**config.mk**
```make
export PLATFORM = sky130hd
export DESIGN_NAME = rx_chain_router
export DESIGN_NICKNAME = d
export VERILOG_FILES = /design/src/rtl/rxr_pkg.sv /design/src/rtl/rxr_desc_decode.sv /design/src/rtl/rxr_chain_tracker.sv /design/src/rtl/rxr_ring_map.sv /design/src/rtl/rx_chain_router.sv
export SDC_FILE = /design/constraint.sdc
export NUM_CORES = 1
export LEC_CHECK = 0
export BUFFER_PORTS_ARGS = -buffer_cell sky130_fd_sc_hd__clkbuf_2
export CORE_MARGIN = 5
export CORE_UTILIZATION = 52
export CTS_CLUSTER_SIZE = 25
export DETAILED_ROUTE_END_ITERATION = 8
export GPL_TIMING_DRIVEN = 0
export MAX_ROUTING_LAYER = met4
export PLACE_DENSITY_LB_ADDON = 0.15
export SETUP_SLACK_MARGIN = 0.1
export SLEW_MARGIN = 10
export SYNTH_ARGS = -nofsm -noshare
export SYNTH_HDL_FRONTEND = slang
export SYNTH_HIERARCHICAL = 1
export SYNTH_SLANG_ARGS = --single-unit
```
**constraint.sdc**
```tcl
create_clock -name clk -period 2.9 [get_ports clk]
set_clock_uncertainty 0.1 [all_clocks]
set_input_delay 0.29 -clock clk [delete_from_list [all_inputs] [get_ports clk]]
set_output_delay 0.29 -clock clk [all_outputs]
set_load 0.1 [all_outputs]
```
**src/rtl/rxr_pkg.sv**
```systemverilog
package rxr_pkg;
   localparam int DESC_W = 128;
   localparam int ADDR_W = 40;
   localparam int LEN_W  = 14;
   localparam int DEST_W = 5;
   localparam int FLAG_W = 7;
   localparam int ERR_W  = 4;

   // error cause bit positions
   localparam int E_LAST_IN_CHAIN = 0;
   localparam int E_REOPEN        = 1;
   localparam int E_ORPHAN        = 2;
   localparam int E_RESERVED      = 3;

   typedef struct packed {
      logic [ADDR_W-1:0] addr;
      logic              first;
      logic              last;
      logic              cont;
      logic [LEN_W-1:0]  len;
      logic [DEST_W-1:0] dest;
      logic              drop;
      logic              sa_ok;
      logic              sa_late;
      logic              da_ok;
      logic              da_group;
      logic              da_late;
      logic              rsvd_bad;
   } rxr_fields_t;
endpackage

```
**src/rtl/rxr_desc_decode.sv**
```systemverilog
module rxr_desc_decode
   import rxr_pkg::*;
(
   input  logic [DESC_W-1:0] desc,
   output rxr_fields_t       fld
);
   logic [31:0] w0, w1, w2, w3;

   always_comb begin
      w0 = desc[31:0];
      w1 = desc[63:32];
      w2 = desc[95:64];
      w3 = desc[127:96];
      fld.addr     = {w1[7:0], w0};
      fld.first    = w2[0];
      fld.last     = w2[1];
      fld.cont     = w2[2];
      fld.len      = w2[16:3];
      fld.dest     = w2[21:17];
      fld.drop     = w2[22];
      fld.sa_ok    = w2[23];
      fld.sa_late  = w2[24];
      fld.da_ok    = w2[25];
      fld.da_group = w2[26];
      fld.da_late  = w2[27];
      fld.rsvd_bad = (|w2[31:28]) | (|w3);
   end
endmodule

```
**src/rtl/rxr_chain_tracker.sv**
```systemverilog
module rxr_chain_tracker
   import rxr_pkg::*;
#(
   parameter int CNT_W = 6
) (
   input  logic              clk,
   input  logic              rst_n,
   input  logic              acc,
   input  rxr_fields_t       fld,
   output logic              done,
   output logic [ADDR_W-1:0] rec_addr,
   output logic [LEN_W-1:0]  rec_len,
   output logic [CNT_W-1:0]  rec_nbuf,
   output logic [FLAG_W-1:0] rec_flags,
   output logic              err_valid,
   output logic [ERR_W-1:0]  err_code
);
   localparam logic [CNT_W-1:0] CNT_MAX = {CNT_W{1'b1}};

   logic              in_chain_q;
   logic              mpdu_open_q;
   logic [ADDR_W-1:0] head_addr_q;
   logic [LEN_W-1:0]  head_len_q;
   logic [CNT_W-1:0]  nbuf_q;
   logic [ERR_W-1:0]  err_d;
   logic              head;

   always_comb begin
      head      = !in_chain_q;
      done      = acc && !fld.cont;
      rec_addr  = head ? fld.addr : head_addr_q;
      rec_len   = head ? fld.len  : head_len_q;
      if (head)                 rec_nbuf = CNT_W'(1);
      else if (nbuf_q == CNT_MAX) rec_nbuf = CNT_MAX;
      else                      rec_nbuf = nbuf_q + CNT_W'(1);
      rec_flags = {fld.da_late, fld.da_group & fld.da_ok, fld.da_ok,
                   fld.sa_late, fld.sa_ok, fld.last, fld.first};
      err_d                  = '0;
      err_d[E_LAST_IN_CHAIN] = acc && fld.cont && fld.last;
      err_d[E_REOPEN]        = done && fld.first && mpdu_open_q;
      err_d[E_ORPHAN]        = done && !fld.first && !mpdu_open_q;
      err_d[E_RESERVED]      = acc && fld.rsvd_bad;
   end

   always_ff @(posedge clk or negedge rst_n) begin
      if (!rst_n) begin
         in_chain_q  <= 1'b0;
         mpdu_open_q <= 1'b0;
         head_addr_q <= '0;
         head_len_q  <= '0;
         nbuf_q      <= '0;
         err_valid   <= 1'b0;
         err_code    <= '0;
      end else begin
         err_valid <= |err_d;
         err_code  <= err_d;
         if (acc) begin
            if (head) begin
               head_addr_q <= fld.addr;
               head_len_q  <= fld.len;
            end
            nbuf_q     <= rec_nbuf;
            in_chain_q <= fld.cont;
            if (done) mpdu_open_q <= !fld.last;
         end
      end
   end
endmodule

```
**src/rtl/rxr_ring_map.sv**
```systemverilog
module rxr_ring_map
   import rxr_pkg::*;
#(
   parameter int NUM_RINGS     = 9,
   parameter int FALLBACK_RING = 5,
   parameter int RING_W        = 4
) (
   input  logic [DEST_W-1:0] dest,
   output logic [RING_W-1:0] ring
);
   generate
      if (NUM_RINGS >= (1 << DEST_W)) begin : g_direct
         assign ring = RING_W'(dest);
      end else begin : g_remap
         assign ring = (int'(dest) < NUM_RINGS) ? RING_W'(dest) : RING_W'(FALLBACK_RING);
      end
   endgenerate
endmodule

```
**src/rtl/rx_chain_router.sv**
```systemverilog
module rx_chain_router
   import rxr_pkg::*;
#(
   parameter int NUM_RINGS     = 9,
   parameter int FALLBACK_RING = 5,
   parameter int CNT_W         = 6
) (
   input  logic                 clk,
   input  logic                 rst_n,
   input  logic                 in_valid,
   output logic                 in_ready,
   input  logic [127:0]         in_desc,
   output logic [NUM_RINGS-1:0] out_valid,
   input  logic [NUM_RINGS-1:0] out_ready,
   output logic [39:0]          out_addr,
   output logic [13:0]          out_len,
   output logic [CNT_W-1:0]     out_nbuf,
   output logic [6:0]           out_flags,
   output logic                 err_valid,
   output logic [3:0]           err_code
);
   localparam int RING_W = (NUM_RINGS > 1) ? $clog2(NUM_RINGS) : 1;

   generate
      if (NUM_RINGS < 1 || NUM_RINGS > 32) begin : g_bad_rings
         $error("NUM_RINGS must lie in 1..32");
      end
      if (FALLBACK_RING < 0 || FALLBACK_RING >= NUM_RINGS) begin : g_bad_fb
         $error("FALLBACK_RING must name an existing ring");
      end
      if (CNT_W < 2) begin : g_bad_cnt
         $error("CNT_W must be at least 2");
      end
   endgenerate

   rxr_fields_t       fld;
   logic              acc, done, load, pop, full_q;
   logic [ADDR_W-1:0] rec_addr;
   logic [LEN_W-1:0]  rec_len;
   logic [CNT_W-1:0]  rec_nbuf;
   logic [FLAG_W-1:0] rec_flags;
   logic [RING_W-1:0] ring_d, ring_q;

   rxr_desc_decode i_decode (.desc(in_desc), .fld(fld));

   rxr_chain_tracker #(.CNT_W(CNT_W)) i_track (
      .clk(clk), .rst_n(rst_n), .acc(acc), .fld(fld), .done(done),
      .rec_addr(rec_addr), .rec_len(rec_len), .rec_nbuf(rec_nbuf),
      .rec_flags(rec_flags), .err_valid(err_valid), .err_code(err_code)
   );

   rxr_ring_map #(.NUM_RINGS(NUM_RINGS), .FALLBACK_RING(FALLBACK_RING), .RING_W(RING_W))
      i_map (.dest(fld.dest), .ring(ring_d));

   for (genvar g = 0; g < NUM_RINGS; g++) begin : g_ring
      assign out_valid[g] = full_q && (ring_q == RING_W'(g));
   end

   assign pop      = |(out_valid & out_ready);
   assign in_ready = !full_q || pop;
   assign acc      = in_valid && in_ready;
   assign load     = done && !fld.drop;

   always_ff @(posedge clk or negedge rst_n) begin
      if (!rst_n) begin
         full_q    <= 1'b0;
         ring_q    <= '0;
         out_addr  <= '0;
         out_len   <= '0;
         out_nbuf  <= '0;
         out_flags <= '0;
      end else if (load) begin
         full_q    <= 1'b1;
         ring_q    <= ring_d;
         out_addr  <= rec_addr;
         out_len   <= rec_len;
         out_nbuf  <= rec_nbuf;
         out_flags <= rec_flags;
      end else if (pop) begin
         full_q <= 1'b0;
      end
   end
endmodule

```
==> metrics.cfg, run 1 <==
[status]
outcome=completed

[clocking]
number_of_cts_inserted_buffers=17
root_buffer=sky130_fd_sc_hd__clkbuf_16
clock_tree_buffer_depth=2
insertion_delay_of_the_later_clocked_pin_in_the_worst_skew_pair_ps=410
clock_input_transition_at_the_sequential_cells_of_the_worst_setup_and_hold_paths_ps=60
h-tree-depth=4
clock_sinks=139
cts_tree=yes

[synth]
synth.distinct_cells=42
synth_area_leader_cell=sky130_fd_sc_hd__dfrtp_1
synth.net_count=664
synth-seq-cells=139
netlist_area_mm2=0.00730
synth-edff-count=0
synthesis.area_per_instance_um2=14.0
leading_cell_types_by_total_area_after_synthesis=sky130_fd_sc_hd__dfrtp_1 48%, sky130_fd_sc_hd__mux2_4 22%, sky130_fd_sc_hd__mux2_2 8.6%
yosys.area.top_type_share=0.476
yosysWarnings=6
dominantRegCellSynth=sky130_fd_sc_hd__dfrtp_1
post_synth_inst_count=523
async_flop_share=1.00
synth.yosys.seq_area_share=0.476

[timing]
timing.fmax_mhz=373
period_share=0.924
setup-violations-final=0
maxSlewViolCount=0
worst_slew_pin_slew_ps=574
finalWorstPathRequiredPeriod_ps=2680
grt_setup_unrepaired=true
maxSlewHeadroom=0.619
hold_violations=0

[setup_path]
r2r-start=ring_q[0]
critical_path_required_ps=3090
worst_r2r_path_depth=11
setup.reg_to_reg.worst_slack_ps=220
worstSetupStartpointType=flop
endpoint_kind=flop
cp-endpoint=out_nbuf[3]
cp_max_fo=10
worst-endpoint-arrival_ps=2870
worst-setup-path-type=flop to flop
reg2reg_to=out_nbuf[3]
startpoint=ring_q[0]

[routing]
totalWireLength_um=15500
number_of_design_rule_violations_left_after_detail_routing=0
post_drt_wl_per_cell_um=17.9
ant_nets=0
drt-initial-drc-count=141
firstDrtPassIters=6
vias_per_cell=5.17
via_count=4488

[floorplanning]
die_height_um=129
placement_rows=43
floorplan.die_area_mm2=0.0165
io_pins=222
design.core.area_mm2=0.0138
effective_utilization_at_floorplan=0.528
die_x_um=129

[global_route]
grt_pass1_wl_um=24500
antenna_violations_before_repair=0
grt_max_degree=71
grt_overflow_total=0
groute.usage.overall=0.196
first_global_vias=4909

[final_layout]
layout-drive-gt1-share=0.629
fin_util=0.639
areaGrowthSynthToFinish_pct=20.9
fin_area_mm2=0.00883
final_net_count=816
n_antenna_cell=0
nFillCells=1047

[placed_design]
postPlaceCellArea_mm2=0.00822
place.detailed.hpwl_um=11200
port_buffers=129
gp_congestion=0.825

[job]
max_cap_violations=0

[worst_hold_path]
worst_hold_path_type=input pin to flop

-- stage by stage --
stage	instances	hold WS [ps]	setup slack (ps)	setup TNS (ps)
2_1_floorplan	523	-106	390	0
3_3_place_gp	832	368	-780	-113660
3_5_place_dp	833	230	-212	-9500
4_1_cts	868	5.81	190	0
5_1_grt	868	22.0	80.2	0
6_report	868	28.4	221	0
-- critical path, stage by stage (launching register included) --
cell	delay [ps]
sky130_fd_sc_hd__dfrtp_1	380
sky130_fd_sc_hd__buf_6	140
sky130_fd_sc_hd__mux2i_1	150
sky130_fd_sc_hd__o41a_1	370
sky130_fd_sc_hd__a41oi_1	200
sky130_fd_sc_hd__buf_4	150
sky130_fd_sc_hd__nand2b_1	100
sky130_fd_sc_hd__inv_1	80
sky130_fd_sc_hd__nor2b_1	130
sky130_fd_sc_hd__buf_4	190
sky130_fd_sc_hd__buf_4	220
sky130_fd_sc_hd__mux2_2	360
-- flip-flops by register name, indices dropped and copies added (netlist names), 6 cells and up --
| signal | count |
|---|---|
| i_track/nbuf_q | 6 |
| out_len | 14 |
| out_addr | 40 |
| i_track/head_addr_q | 40 |
| i_track/head_len_q | 14 |
| out_nbuf | 6 |
| out_flags | 7 |
-- placed cells by master (no fill, tap or decap), types with 2 or more instances in the layout --
cell type,instances
sky130_fd_sc_hd__a21oi_1,10
sky130_fd_sc_hd__a31o_2,3
sky130_fd_sc_hd__a31oi_1,3
sky130_fd_sc_hd__a41oi_1,2
sky130_fd_sc_hd__and2_1,3
sky130_fd_sc_hd__and3_1,7
sky130_fd_sc_hd__buf_12,5
sky130_fd_sc_hd__buf_2,7
sky130_fd_sc_hd__buf_4,82
sky130_fd_sc_hd__buf_6,5
sky130_fd_sc_hd__clkbuf_1,3
sky130_fd_sc_hd__clkbuf_16,17
sky130_fd_sc_hd__clkbuf_2,129
sky130_fd_sc_hd__clkbuf_8,2
sky130_fd_sc_hd__clkinv_2,6
sky130_fd_sc_hd__clkinv_4,2
sky130_fd_sc_hd__clkinvlp_4,3
sky130_fd_sc_hd__dfrtp_1,139
sky130_fd_sc_hd__dlygate4sd3_1,3
sky130_fd_sc_hd__inv_1,5
sky130_fd_sc_hd__mux2_1,16
sky130_fd_sc_hd__mux2_2,56
sky130_fd_sc_hd__mux2_4,108
sky130_fd_sc_hd__nand2_1,9
sky130_fd_sc_hd__nand2b_1,3
sky130_fd_sc_hd__nand3_1,6
sky130_fd_sc_hd__nand4_1,3
sky130_fd_sc_hd__nor2_1,13
sky130_fd_sc_hd__nor3_1,2
sky130_fd_sc_hd__nor3_2,2
sky130_fd_sc_hd__nor4_1,8
sky130_fd_sc_hd__o21ai_0,7
-- routing by layer --
layer  global-route usage  routed length, um  up-vias
met5                    -                  0        -
li1                     -                  -     2085
met3               0.0482                851       18
met4               0.0611                250        0
met1                0.242               6680     2228
met2                0.320               7720      157
-- synth_stat cells, drive strengths merged (2+ instances only) --
| cell | instances |
|---|---|
| clkbuf | 3 |
| buf | 98 |
| nand3 | 6 |
| a31oi | 3 |
| nand2b | 4 |
| and2 | 3 |
| nand4 | 3 |
| nor3 | 4 |
| a31o | 3 |
| dfrtp | 139 |
| nand2 | 9 |
| a21oi | 10 |
| inv | 5 |
| a41oi | 2 |
| mux2 | 180 |
| and3 | 7 |
| nor2 | 14 |
| o21ai | 7 |
| nor4 | 9 |
-- kinds of logic after synthesis --
family	after synthesis	synth area share
compound gates	29	0.0252
xor+xnor	1	0.00120
fa+ha+maj	1	0.00171
buf+inv	106	0.110
flops	139	0.476
mux	182	0.338
simple gates	65	0.0485
-- what timing repair did --
| action | CTS | global route |
|---|---|---|
| endpoints found under the hold margin | 71 | 0 |
| resized for setup | 10 | 1 |
| gates cloned | 0 | 0 |
| buffers inserted | 1 | 0 |
| pin swaps | 0 | 0 |
| hold buffers | 3 | 0 |
| setup endpoints to repair | 69 | 31 |
-- worst min path at each step --
stage,start,endpoint,slack [ps],cells past startpoint
final,in_desc[66],i_track/in_chain_q,30,3
after global routing,in_desc[66],i_track/in_chain_q,20,3
after CTS,in_desc[66],i_track/in_chain_q,6,3
after detailed placement,rst_n,out_addr[8],230,1
after global placement,out_addr[7],out_addr[7],370,1
after floorplan,rst_n,full_q,-110,0
-- layout make-up --
| type | count | area (um^2) | area share |
|---|---|---|---|
| timing repair buffer | 134 | 719 | 0.0815 |
| buffer | 100 | 808 | 0.0915 |
| clock inverter | 12 | 100 | 0.0113 |
| clock buffer | 20 | 447 | 0.0506 |
| inverter | 5 | 18.8 | 0.00213 |
| multi-input combinational | 278 | 3030 | 0.344 |
| sequential | 139 | 3480 | 0.394 |
| tap | 180 | 225 | 0.0255 |
Power of run 1 is left out: the tool's default activity adds up to more than one toggle a clock period on the data nets, which glitch-free logic cannot reach.
==> inputs of run 2 (changes only) <==
--- a/config.mk
+++ b/config.mk
@@ -8,6 +8,7 @@
 export BUFFER_PORTS_ARGS = -buffer_cell sky130_fd_sc_hd__clkbuf_2
 export CORE_MARGIN = 5
 export CORE_UTILIZATION = 52
+export CTS_CLUSTER_DIAMETER = 80
 export CTS_CLUSTER_SIZE = 25
 export DETAILED_ROUTE_END_ITERATION = 8
 export GPL_TIMING_DRIVEN = 0
==> constraint.sdc (replaced) <==
create_clock -name clk -period 2.9 [get_ports clk]
set_clock_uncertainty 0.1 [all_clocks]
set_input_delay 0.29 -clock clk [delete_from_list [all_inputs] [get_ports clk]]
set_output_delay 0.29 -clock clk [all_outputs]
set_load 0.005 [all_outputs]
==> run 2 against run 1 <==
Die area is the same. Utilization grew 0.80 points. Wire length grew 0.34%. Sequential share of layout area shrank 0.49 points. First-iteration DRC count grew 47%. Largest cell class unchanged.
==> metrics.cfg, run 2 (synthesis gave the netlist of run 1 again) <==
[timing]
setup-violations-final=0
grt_setup_unrepaired=false
final.hold.worst_slack_ps=33.6
timing.fmax_mhz=386
worst_slew_pin_slew_ps=568
setup_ws_ps=311
finalWorstPathRequiredPeriod_ps=2590
hold_violations=0
period_share=0.893
maxSlewHeadroom=0.622
maxSlewViolCount=0

[routing]
firstDrtPassIters=4
number_of_design_rule_violations_left_after_detail_routing=0
post_drt_wl_per_cell_um=17.9
drt-initial-drc-count=207
via_count=4554
totalWireLength_um=15600
ant_nets=0
vias_per_cell=5.23

[setup_path]
startpoint=ring_q[0]
worstSetupStartpointType=flop
critical_path_required_ps=3090
reg2reg_to=out_addr[37]
worst-endpoint-arrival_ps=2780
worst-setup-path-type=flop to flop
endpoint_kind=flop
cp_max_fo=10
r2r-start=ring_q[0]
cp-endpoint=out_addr[37]
setup.reg_to_reg.worst_slack_ps=310
worst_r2r_path_depth=11

[final_layout]
nFillCells=1032
final_net_count=818
seqCellArea_mm2=0.00348
n_antenna_cell=0
layout-drive-gt1-share=0.628
areaGrowthSynthToFinish_pct=22.4
combined_area_of_the_multi_input_logic_cells_mm2=0.00304
layout_common_cells=139 x sky130_fd_sc_hd__dfrtp_1, 129 x sky130_fd_sc_hd__clkbuf_2, 108 x sky130_fd_sc_hd__mux2_4, 78 x sky130_fd_sc_hd__buf_4, 56 x sky130_fd_sc_hd__mux2_2
fin_util=0.647
largest_registers=i_track/head_addr_q: 40 flops, out_addr: 40 flops
most_common_library_cell_in_the_layout_ignoring_fill_and_taps=sky130_fd_sc_hd__dfrtp_1
fin_area_mm2=0.00894

[job]
max_cap_violations=0

[floorplanning]
floorplan.die_area_mm2=0.0165
die_x_um=129
io_pins=222
placement_rows=43
design.core.area_mm2=0.0138
die_height_um=129
effective_utilization_at_floorplan=0.528

[power_and_ir_drop]
internal_power_mw=6.64
netSwitchingFraction=0.287
p_leak_nw=4.42
net-switching-power_mw=2.68
max-vdd-ir-drop_mv=0.601
design_power_total_mw=9.32
reg_power_frac=0.365
p_clk_frac=0.241
ratio_of_total_power_to_cell_area_mw_per_mm2=1040
comb_power_share=0.395

[worst_hold_path]
worst_hold_path_type=input pin to flop

[clocking]
clock_tree_buffer_depth=2
cts_tree=yes
h-tree-depth=4
clock_input_transition_at_the_sequential_cells_of_the_worst_setup_and_hold_paths_ps=60
clock_sinks=139
root_buffer=sky130_fd_sc_hd__clkbuf_16
insertion_delay_of_the_later_clocked_pin_in_the_worst_skew_pair_ps=400
number_of_cts_inserted_buffers=17

[global_route]
groute.usage.overall=0.197
grt_max_degree=75
grt_overflow_total=0
first_global_vias=4975
grt_pass1_wl_um=25000
antenna_violations_before_repair=0

[placed_design]
place.detailed.hpwl_um=11100
port_buffers=129
postPlaceCellArea_mm2=0.00821
gp_congestion=0.842
post-place-ws_ps=-219

[status]
outcome=completed

-- run 2: cell count changes in the layout (fill, tap and decap cells not counted) --
cell | previous run | this run
sky130_fd_sc_hd__buf_6 | 5 | 11
sky130_fd_sc_hd__clkinv_4 | 2 | 0
sky130_fd_sc_hd__bufinv_16 | 1 | 3
sky130_fd_sc_hd__clkinvlp_4 | 3 | 1
sky130_fd_sc_hd__nor2b_4 | 0 | 1
sky130_fd_sc_hd__clkinv_2 | 6 | 2
sky130_fd_sc_hd__nor2b_1 | 1 | 0
sky130_fd_sc_hd__clkbuf_8 | 2 | 6
sky130_fd_sc_hd__nor3_1 | 2 | 3
sky130_fd_sc_hd__nor3_2 | 2 | 1
sky130_fd_sc_hd__buf_4 | 82 | 78
sky130_fd_sc_hd__clkbuf_1 | 3 | 5
-- run 2: how the worst min path moves through the flow --
stage / start / end / slack (ps) / cells after the start
floorplan: rst_n / full_q / -110 / 0
global placement: out_addr[5] / out_addr[5] / 370 / 1
detailed placement: rst_n / i_track/head_addr_q[8] / 230 / 1
CTS: in_desc[66] / i_track/in_chain_q / 20 / 3
global route: in_desc[66] / i_track/err_code[0] / 60 / 2
finish: in_desc[66] / i_track/in_chain_q / 30 / 3
-- run 2: area by class of cell --
| cell class | instances | share of cell area |
|---|---|---|
| flip-flops and latches | 139 | 0.389 |
| multi-input cells | 278 | 0.340 |
| plain buffers | 100 | 0.0929 |
| repair buffers | 136 | 0.0821 |
| clock buffers | 26 | 0.0570 |
| well taps | 180 | 0.0252 |
| clock inverters | 6 | 0.0120 |
| inverters | 5 | 0.00210 |
-- run 2: per-stage QoR --
| step | setup TNS [ps] | cells |
|---|---|---|
| after global routing | 0 | 870 |
| after detailed placement | -10250 | 833 |
| after global placement | -114220 | 832 |
| after CTS | 0 | 869 |
| final | 0 | 870 |
| after floorplan | 0 | 523 |
-- run 2: power groups by stage --
stage	clock, mW	sequential (mW)	combinational [mW]
3_5_place_dp	0	3.41	3.67
3_3_place_gp	0	3.35	3.55
2_1_floorplan	0	3.33	2.64
5_1_grt	2.37	3.51	3.95
4_1_cts	2.28	3.39	3.72
6_report	2.24	3.40	3.68
-- run 2: worst max-delay path, cell delays in order, from the launching register on --
cell and delay, ps:
sky130_fd_sc_hd__dfrtp_1 370, sky130_fd_sc_hd__buf_6 140, sky130_fd_sc_hd__mux2i_1 120, sky130_fd_sc_hd__o41a_1 360, sky130_fd_sc_hd__a41oi_1 200, sky130_fd_sc_hd__buf_4 150
sky130_fd_sc_hd__nand2b_1 90, sky130_fd_sc_hd__inv_1 80, sky130_fd_sc_hd__nor2b_4 170, sky130_fd_sc_hd__buf_6 160, sky130_fd_sc_hd__buf_6 180, sky130_fd_sc_hd__mux2_2 350
-- run 2: repair_timing --
item,in CTS,in global routing
hold buffers,3,0
resized for setup,11,10
setup endpoints to repair,69,69
gates cloned,0,1
hold endpoints to repair,67,0
buffers inserted,1,1
-- run 2: routing by layer --
metal,vias up,global-route usage,share of wire
li1,2086,-,-
met1,2286,0.252,0.43
met2,159,0.321,0.49
met3,23,0.0374,0.058
met4,0,0.0593,0.017
met5,-,-,0
No activity file was read; power rests on OpenSTA's default activity.
==> inputs of run 3 (changes only) <==
--- a/config.mk
+++ b/config.mk
@@ -6,6 +6,7 @@
 export NUM_CORES = 1
 export LEC_CHECK = 0
 export BUFFER_PORTS_ARGS = -buffer_cell sky130_fd_sc_hd__clkbuf_2
+export CORE_ASPECT_RATIO = 1.25
 export CORE_MARGIN = 5
 export CORE_UTILIZATION = 52
 export CTS_CLUSTER_DIAMETER = 80
==> run 3 against run 2 <==
Register-to-register slack got worse by 96 ps. First-iteration DRC count decreased by 6.8%. Utilization about the same. Critical path depth unchanged. Cell area about the same. Critical path type unchanged. Largest cell class unchanged. Sequential power about the same. Largest power group unchanged. Worst hold slack got worse by 28 ps. Die area about the same. Wire length increased by 4.3%. Flip-flop and latch count unchanged.
==> metrics.cfg, run 3 (synthesis gave the netlist of run 1 again) <==
[power_and_ir_drop]
max-vdd-ir-drop_mv=0.527
ratio_of_total_power_to_cell_area_mw_per_mm2=1050
netSwitchingFraction=0.296
p_clk_frac=0.243
design_power_total_mw=9.37
comb_power_share=0.395
p_leak_nw=4.42
net-switching-power_mw=2.77
reg_power_frac=0.362
internal_power_mw=6.60

[final_layout]
layout_common_cells=139 x sky130_fd_sc_hd__dfrtp_1, 129 x sky130_fd_sc_hd__clkbuf_2, 108 x sky130_fd_sc_hd__mux2_4, 77 x sky130_fd_sc_hd__buf_4, 56 x sky130_fd_sc_hd__mux2_2
largest_registers=i_track/head_addr_q: 40 flops, out_addr: 40 flops
most_common_library_cell_in_the_layout_ignoring_fill_and_taps=sky130_fd_sc_hd__dfrtp_1
fin_util=0.647
finish.cell_count_without_fillers=864
areaGrowthSynthToFinish_pct=22.4
n_antenna_cell=0
layout-drive-gt1-share=0.636
final_net_count=817

[worst_hold_path]
worst_hold_path_type=input pin to flop
end_point_of_the_most_critical_hold_path=i_track/mpdu_open_q
hold_path.startpoint=in_desc[65]
holdPathStages=2

[timing]
final.hold.worst_slack_ps=5.42
setup_ws_ps=215
grt_setup_unrepaired=false
hold_violations=0
worst_slew_pin_slew_ps=489
timing.fmax_mhz=372
maxSlewHeadroom=0.674
setup-violations-final=0
finalWorstPathRequiredPeriod_ps=2680
period_share=0.926
maxSlewViolCount=0

[global_route]
grt_max_degree=95
groute.usage.overall=0.207
antenna_violations_before_repair=0
grt_pass1_wl_um=25600
first_global_vias=5105
grt_overflow_total=0

[setup_path]
worst_r2r_path_depth=11
reg2reg_to=out_addr[2]
setup.reg_to_reg.worst_slack_ps=220
worst-endpoint-arrival_ps=2890
cp_max_fo=10
worst-setup-path-type=flop to flop
r2r-start=ring_q[0]
worstSetupStartpointType=flop
endpoint_kind=flop
critical_path_required_ps=3110

[placed_design]
gp_congestion=0.836
place.detailed.hpwl_um=11500
post-place-ws_ps=-240
place.detailed.instances=828
port_buffers=129

[routing]
ant_nets=0
firstDrtPassIters=4
number_of_design_rule_violations_left_after_detail_routing=0
drt-initial-drc-count=193
totalWireLength_um=16200
post_drt_wl_per_cell_um=18.8
via_count=4543
vias_per_cell=5.26

[floorplanning]
effective_utilization_at_floorplan=0.529
placement_rows=48
die_height_um=143
design.core.area_mm2=0.0138
floorplan.die_area_mm2=0.0165
die_x_um=116
io_pins=222

[clocking]
root_buffer=sky130_fd_sc_hd__clkbuf_16
clock_input_transition_at_the_sequential_cells_of_the_worst_setup_and_hold_paths_ps=60
clock_tree_buffer_depth=2
cts_tree=yes
h-tree-depth=4
number_of_cts_inserted_buffers=17
insertion_delay_of_the_later_clocked_pin_in_the_worst_skew_pair_ps=420
clock_sinks=139

[status]
outcome=completed

[job]
max_cap_violations=0

==> run 3: how the worst max path moves through the flow <==
stage	startpoint	end	slack [ps]	cells after the start
after floorplan	ring_q[1]	out_addr[15]	410	10
final	ring_q[0]	out_addr[2]	220	11
after CTS	ring_q[1]	out_flags[4]	130	10
after global routing	ring_q[0]	out_len[10]	120	11
after detailed placement	ring_q[1]	out_addr[33]	-240	11
after global placement	rst_n	out_len[1]	-770	1
==> run 3: critical path: stages, from the launching register on <==
cell                       delay (ps)
sky130_fd_sc_hd__dfrtp_1          370
sky130_fd_sc_hd__buf_6            140
sky130_fd_sc_hd__mux2i_1          130
sky130_fd_sc_hd__o41a_1           370
sky130_fd_sc_hd__a41oi_2          200
sky130_fd_sc_hd__buf_4            150
sky130_fd_sc_hd__nand2b_1         100
sky130_fd_sc_hd__inv_1             90
sky130_fd_sc_hd__nor2b_2          190
sky130_fd_sc_hd__clkbuf_4         220
sky130_fd_sc_hd__buf_6            170
sky130_fd_sc_hd__mux2_2           340
==> run 3: power by group through the flow <==
stage | combinational, mW | clock, mW | sequential (mW)
4_1_cts | 3.76 | 2.32 | 3.39
6_report | 3.70 | 2.28 | 3.39
3_3_place_gp | 3.59 | 0 | 3.34
3_5_place_dp | 3.71 | 0 | 3.40
2_1_floorplan | 2.64 | 0 | 3.33
5_1_grt | 3.99 | 2.40 | 3.50
==> run 3: repair_timing <==
action                     CTS  global route
hold endpoints to repair    46             0
setup endpoints to repair   69            69
resized for setup           15             6
hold buffers                 2             0
cloned                       0             1
buffers inserted             1             1
==> run 3: layer usage <==
metal / vias up / wire length, um / GRT usage
met4: 0 / 350 / 0.0806
met5: - / 0 / -
met3: 32 / 837 / 0.0498
met1: 2292 / 6350 / 0.226
li1: 2071 / - / -
met2: 148 / 8680 / 0.360
==> run 3: metrics by stage <==
step | TNS [ps] | cell area [um^2]
detailed placement | -12320 | 8200
global route | 0 | 8940
CTS | 0 | 8900
global placement | -115440 | 8170
floorplan | 0 | 7300
finish | 0 | 8940
==> run 3: cell type report <==
cell class	count	area, um^2
Tap cell	175	219
Timing Repair Buffer	135	724
Sequential cell	139	3480
Fill cell	1058	4880
Clock buffer	20	467
Clock inverter	12	159
Multi-Input combinational cell	278	3040
Inverter	5	18.8
Buffer	100	831
